### config.mk
export PLATFORM = sky130hd
export DESIGN_NAME = audio_serial_tx
export DESIGN_NICKNAME = d
export VERILOG_FILES = /design/src/rtl/audio_tx_pkg.sv /design/src/rtl/audio_tx_timebase.sv /design/src/rtl/audio_tx_slot_map.sv /design/src/rtl/audio_serial_tx.sv
export SDC_FILE = /design/constraint.sdc
export NUM_CORES = 1
export LEC_CHECK = 0
export BUFFER_PORTS_ARGS = -buffer_cell sky130_fd_sc_hd__buf_2
export CORE_MARGIN = 2
export CORE_UTILIZATION = 30
export DETAILED_ROUTE_END_ITERATION = 12
export PLACE_DENSITY = 0.55
export SYNTH_ARGS = -nofsm -noshare
export SYNTH_HDL_FRONTEND = slang
export SYNTH_HIERARCHICAL = 1
export SYNTH_SLANG_ARGS = --single-unit
### constraint.sdc
create_clock -name clk -period 5.3 [get_ports clk]
set_clock_uncertainty 0.2 [all_clocks]
set_input_delay 0.795 -clock clk [delete_from_list [all_inputs] [get_ports clk]]
set_output_delay 0.795 -clock clk [all_outputs]
set_load 0.01 [all_outputs]
### src/rtl/audio_tx_pkg.sv
package audio_tx_pkg;

   typedef enum logic [1:0] {
      FMT_I2S     = 2'b00,
      FMT_RJ      = 2'b01,
      FMT_LJ      = 2'b10,
      FMT_I2S_ALT = 2'b11
   } fmt_e;

   // Width code to bit count; the unused code falls back to the widest.
   function automatic int unsigned width_of(input logic [1:0] code);
      case (code)
         2'b01:   return 20;
         2'b10:   return 16;
         default: return 24;
      endcase
   endfunction

   function automatic logic is_i2s(input fmt_e f);
      return (f == FMT_I2S) || (f == FMT_I2S_ALT);
   endfunction

endpackage

### src/rtl/audio_tx_timebase.sv
// Half-bit phase and frame bit position. The position resets to the last
// bit so that the first falling bit clock edge opens bit 0 of a frame.
module audio_tx_timebase #(
   parameter int unsigned SLOT_W = 32,
   localparam int unsigned POS_W = $clog2(SLOT_W) + 1
) (
   input  logic             clk,
   input  logic             rst_n,
   input  logic             tick_en,
   output logic             bclk,
   output logic             fall,
   output logic [POS_W-1:0] next_pos
);

   logic             half_q;
   logic [POS_W-1:0] pos_q;

   assign bclk     = half_q;
   assign fall     = tick_en & half_q;
   assign next_pos = pos_q + POS_W'(1);

   always_ff @(posedge clk) begin
      if (!rst_n) begin
         half_q <= 1'b0;
         pos_q  <= '1;
      end else if (tick_en) begin
         half_q <= ~half_q;
         if (half_q) pos_q <= next_pos;
      end
   end

endmodule

### src/rtl/audio_tx_slot_map.sv
// Maps a frame bit position to the data bit and frame clock level for the
// selected framing and width.
module audio_tx_slot_map
   import audio_tx_pkg::*;
#(
   parameter int unsigned SLOT_W   = 32,
   parameter int unsigned SAMPLE_W = 24,
   localparam int unsigned OFF_W   = $clog2(SLOT_W),
   localparam int unsigned POS_W   = OFF_W + 1,
   localparam int unsigned CW      = OFF_W + 1
) (
   input  logic [POS_W-1:0]    pos,
   input  logic [1:0]          fmt,
   input  logic [1:0]          wcode,
   input  logic [SAMPLE_W-1:0] left,
   input  logic [SAMPLE_W-1:0] right,
   output logic                bit_o,
   output logic                lr_o
);

   fmt_e                f;
   logic                slot;
   logic [CW-1:0]       p;
   logic [CW-1:0]       wv;
   logic [CW-1:0]       first;
   logic [CW-1:0]       offs;
   logic                hit;
   logic [SAMPLE_W-1:0] word;
   logic [SAMPLE_W-1:0] shifted;

   always_comb begin
      f     = fmt_e'(fmt);
      slot  = pos[POS_W-1];
      p     = {1'b0, pos[OFF_W-1:0]};
      wv    = CW'(width_of(wcode));
      case (f)
         FMT_LJ:  first = '0;
         FMT_RJ:  first = CW'(SLOT_W) - wv;
         default: first = CW'(1);
      endcase
      word    = slot ? right : left;
      hit     = (p >= first) && (p < (first + wv));
      offs    = p - first;
      shifted = word << offs;
      bit_o   = hit & shifted[SAMPLE_W-1];
      lr_o    = is_i2s(f) ? slot : ~slot;
   end

endmodule

### src/rtl/audio_serial_tx.sv
module audio_serial_tx #(
   parameter int unsigned SLOT_W   = 32,
   parameter int unsigned SAMPLE_W = 24
) (
   input  logic                clk,
   input  logic                rst_n,
   input  logic                tick_en,
   input  logic [1:0]          fmt_sel,
   input  logic [1:0]          width_sel,
   input  logic [SAMPLE_W-1:0] left_in,
   input  logic [SAMPLE_W-1:0] right_in,
   output logic                bclk_o,
   output logic                lrclk_o,
   output logic                sdata_o
);

   localparam int unsigned POS_W = $clog2(SLOT_W) + 1;

   if ((1 << $clog2(SLOT_W)) != SLOT_W) begin : g_bad_slot
      $error("SLOT_W must be a power of two");
   end
   if (SAMPLE_W < 24 || SAMPLE_W >= SLOT_W) begin : g_bad_sample
      $error("SAMPLE_W must be at least 24 and below SLOT_W");
   end

   logic                fall;
   logic [POS_W-1:0]    next_pos;
   logic                frame_start;
   logic [1:0]          fmt_q, wid_q, fmt_cur, wid_cur;
   logic [SAMPLE_W-1:0] left_q, right_q, left_cur, right_cur;
   logic                map_bit, map_lr;
   logic                sdata_q, lr_q;

   audio_tx_timebase #(.SLOT_W(SLOT_W)) u_time (
      .clk      (clk),
      .rst_n    (rst_n),
      .tick_en  (tick_en),
      .bclk     (bclk_o),
      .fall     (fall),
      .next_pos (next_pos)
   );

   assign frame_start = fall && (next_pos == '0);

   // At a frame start the fresh inputs feed bit 0 directly.
   assign fmt_cur   = frame_start ? fmt_sel   : fmt_q;
   assign wid_cur   = frame_start ? width_sel : wid_q;
   assign left_cur  = frame_start ? left_in   : left_q;
   assign right_cur = frame_start ? right_in  : right_q;

   audio_tx_slot_map #(.SLOT_W(SLOT_W), .SAMPLE_W(SAMPLE_W)) u_map (
      .pos   (next_pos),
      .fmt   (fmt_cur),
      .wcode (wid_cur),
      .left  (left_cur),
      .right (right_cur),
      .bit_o (map_bit),
      .lr_o  (map_lr)
   );

   always_ff @(posedge clk) begin
      if (!rst_n) begin
         fmt_q   <= 2'b00;
         wid_q   <= 2'b00;
         left_q  <= '0;
         right_q <= '0;
         sdata_q <= 1'b0;
         lr_q    <= 1'b0;
      end else begin
         if (frame_start) begin
            fmt_q   <= fmt_sel;
            wid_q   <= width_sel;
            left_q  <= left_in;
            right_q <= right_in;
         end
         if (fall) begin
            sdata_q <= map_bit;
            lr_q    <= map_lr;
         end
      end
   end

   assign sdata_o = sdata_q;
   assign lrclk_o = lr_q;

endmodule

==> flow_summary_export.csv <==
group,metric,value,unit
yosys,synth_top_area_cell,"dfxtp_1",
routing,drc,0,
sta,tns,0,ns
yosys,synth-seq-area-share,0.2955,
final_layout,drive_above_1_share,0.3042,
clock_network,clk_latency,0.33,ns
clock_network,cts_hold_buf,0,
yosys,synth_fp_nets,476,
floorplan,fp.dieW,121.4,microns
yosys,synthesis.instances,407,
setup_path,critPathTopFamily,"simple AND/OR/NAND/NOR gates",
setup_path,critPathBufInv,3,
grt,grt_overflow,0,
setup_path,path_class,"reg2reg",
setup_path,crit_path_end_kind,"flip-flop",
clock_network,cts_resized,0,
setup_path,crit_slowest_cell,"or4_2",
yosys,yosysUniqueCellTypes,40,
sta,tightest_slew,1.065,ns
final_layout,multiInputGateArea,0.002690,sq mm
floorplan,die-area,0.01473,sq mm
final_layout,n_fill_cell,1377,
final_layout,seq_area,0.001221,sq mm
clock_network,cts_setup_buffers,0,
routing,ant_nets,0,
routing,dr.pass1.iters,4,
clock_network,clockBufferDepth,2,
floorplan,ios,58,
run_status,status,"finished clean",
setup_path,cp_data_required_time,5.37,ns
grt,grt_pass1_wl,14790,microns
job,maxCapViolations,0,
clock_network,cts_sinks,61,
yosys,synth_top_area_share,0.2955,
final_layout,finalInstanceArea,0.004813,sq mm
yosys,synth_area,0.004133,sq mm
placement,dpl.cell_count,618,
sta,slew_headroom,0.2902,
final_layout,final_nets,522,
floorplan,rows,42,
setup_path,slowest_delay,0.64,ns
yosys,ys_seq_elements,61,
sta,setup_violations,0,
sta,rsz0062_at_grt,"no",
yosys,yosys-top-cells-area,"dfxtp_1 (30%), mux2_4 (18%), mux2i_1 (14%)",
sta,max_freq,223.8,MHz
yosys,ys_warn_count,6,
setup_path,r2r_slack,0.83,ns
floorplan,start_util,0.3096,
routing,routedWlPerCell,14.12,microns
sta,finalCritPeriodShare,0.8429,
placement,post-dp-hpwl,6427,microns
sta,fin_crit,4.468,ns
setup_path,critPathMaxFanout,14,
sta,hold_violations,0,
routing,num_vias,2948,
routing,via_per_inst,4.657,
grt,grt_start_max_net_pins,114,
pwr,power_per_cell_area,305.5,mW/mm^2
final_layout,n_antenna_cell,0,
grt,grt.total_usage,0.1299,
placement,place_congestion,0.7995,
clock_network,path_clk_slew,0.05,ns
hold_path,hold_class,"reg2reg",
yosys,avgSynthCellArea,10.15,sq um
clock_network,cts_tree,"yes",
grt,grt_pass1_vias,3050,
pwr,peakVddDrop,0.1678,mV
setup_path,cp.arrival,4.54,ns
clock_network,htree_levels,3,
grt,antenna_found_initial,0,
floorplan,core,0.01335,sq mm
setup_path,crit_path_cell_trace,"nand3_1, nor2_1, xor2_2, buf_4, nor4_2, nand3_4, mux2_4, inv_1, ha_1, ha_1, inv_1, o21ai_0, a31oi_1, or4_2, a31oi_1, mux2i_1, nor2b_1",
floorplan,die_y,121.4,microns
setup_path,crit_path_start_kind,"flip-flop",
sta,drv_slew,0,
final_layout,area_growth,16.47,%
placement,io_buffers,57,
routing,wl,8935,microns
final_layout,final_cells,633,
pwr,p_leak,0.002108,uW
routing,drt_iter0_markers,151,
clock_network,cts-root-buf,"clkbuf_16",
placement,place_area,0.004491,sq mm
clock_network,cts-buffers-inserted,9,
final timing paths:
path / startpoint / end / cells after the start
worst max-delay path: u_time/pos_q[2] / sdata_o / 17
worst min-delay path: left_q[10] / left_q[10] / 2
worst max register to register: u_time/pos_q[2] / sdata_o / 17
worst min register to register: left_q[10] / left_q[10] / 2
cells by family (layout without fill, tap and decap cells):
logic type,count (synthesis),after routing,share of synthesized area
multiplexers,123,123,0.4087
buffers and inverters,36,86,0.05752
flip-flops,61,61,0.2955
AO/OA/AOI/OAI,12,12,0.01726
adder cells (fa/ha/maj),14,14,0.04239
AND/OR/NAND/NOR,150,150,0.1553
XOR/XNOR,11,11,0.02331
metrics by stage:
stage	setup WS (ns)	utilization	hold slack, ns	power [uW]
2_1_floorplan	1.112	-	0.2313	770.6
3_3_place_gp	0.9131	0.3364	0.2414	836.8
3_5_place_dp	0.8037	0.3364	0.2499	842.8
4_1_cts	0.8036	0.3606	0.2574	1490
5_1_grt	0.4437	0.3606	0.2750	1540
6_report	0.8324	0.3606	0.2573	1470
routing by layer:
layer | vias to the layer above | GRT usage | share of wire | wire (microns)
met4 | 0 | 0.04526 | 0.016 | 142
met3 | 13 | 0.03430 | 0.034 | 301
met1 | 1389 | 0.1577 | 0.46 | 4145
met5 | - | 0 | 0 | 0
li1 | 1502 | - | - | -
met2 | 44 | 0.2216 | 0.49 | 4345
registers in the layout, summed over array words and instances, names as in the netlist:
register      flops
sdata_o           1
u_time/pos_q      6
u_time/bclk       1
lrclk_o           1
fmt_q             2
right_q          24
wid_q             2
left_q           24
area by class of cell:
cell class,count,share of cell area
tap,176,0.04575
timing repair buffer,62,0.06759
multi-input combinational,310,0.5589
inverter,9,0.007018
clock inverter,5,0.01742
clock buffer,10,0.04965
sequential,61,0.2537
synth_stat cells:
| cell type | n |
|---|---|
| a21oi_1 | 4 |
| a31oi_1 | 2 |
| and2_1 | 1 |
| and3_1 | 1 |
| buf_1 | 1 |
| buf_2 | 1 |
| buf_4 | 2 |
| buf_6 | 11 |
| clkbuf_1 | 10 |
| clkbuf_2 | 1 |
| clkbuf_8 | 1 |
| dfxtp_1 | 61 |
| ha_1 | 14 |
| inv_1 | 9 |
| mux2_2 | 3 |
| mux2_4 | 50 |
| mux2i_1 | 57 |
| mux4_1 | 11 |
| mux4_2 | 2 |
| nand2_1 | 115 |
| nand2_2 | 1 |
| nand2b_1 | 4 |
| nand3_1 | 9 |
| nand3_2 | 1 |
| nand3b_1 | 1 |
| nand4b_1 | 1 |
| nor2_1 | 6 |
| nor2b_1 | 3 |
| nor3_1 | 1 |
| nor4_2 | 1 |
| o2111ai_1 | 1 |
| o211ai_1 | 1 |
| o21ai_0 | 3 |
| o31ai_1 | 1 |
| or3_1 | 2 |
| or3_2 | 1 |
| or4_1 | 1 |
| or4_2 | 1 |
| xnor2_1 | 5 |
| xor2_1 | 6 |
worst register-to-register path, cell delays in order (launching register included):
cell	delay (ns)
dfxtp_1	0.44
nand3_1	0.15
nor2_1	0.19
xor2_2	0.09
buf_4	0.22
nor4_2	0.42
nand3_4	0.17
mux2_4	0.34
inv_1	0.06
ha_1	0.26
ha_1	0.48
inv_1	0.13
o21ai_0	0.17
a31oi_1	0.09
or4_2	0.64
a31oi_1	0.17
mux2i_1	0.10
nor2b_1	0.11
cell usage in the layout, fill, tap and decap left out, types with 3 or more instances in the layout:
master,count
dfxtp_1,61
xor2_1,5
nand3_1,9
buf_2,56
nor2_1,6
mux2i_1,57
nand2_1,115
mux2_2,3
xnor2_1,5
nand2b_1,4
buf_4,6
clkbuf_16,9
inv_1,9
o21ai_0,3
mux4_1,11
ha_1,14
a21oi_1,4
nor2b_1,3
mux2_4,50
power by group:
| part | internal, uW | total, uW | switching [uW] | leakage, uW |
|---|---|---|---|---|
| combinational | 168 | 345 | 177 | 0.00146 |
| clock | 423 | 638 | 216 | 0.000151 |
| sequential | 475 | 487 | 11.6 | 0.000493 |
Power figures use the tool's default switching activity.
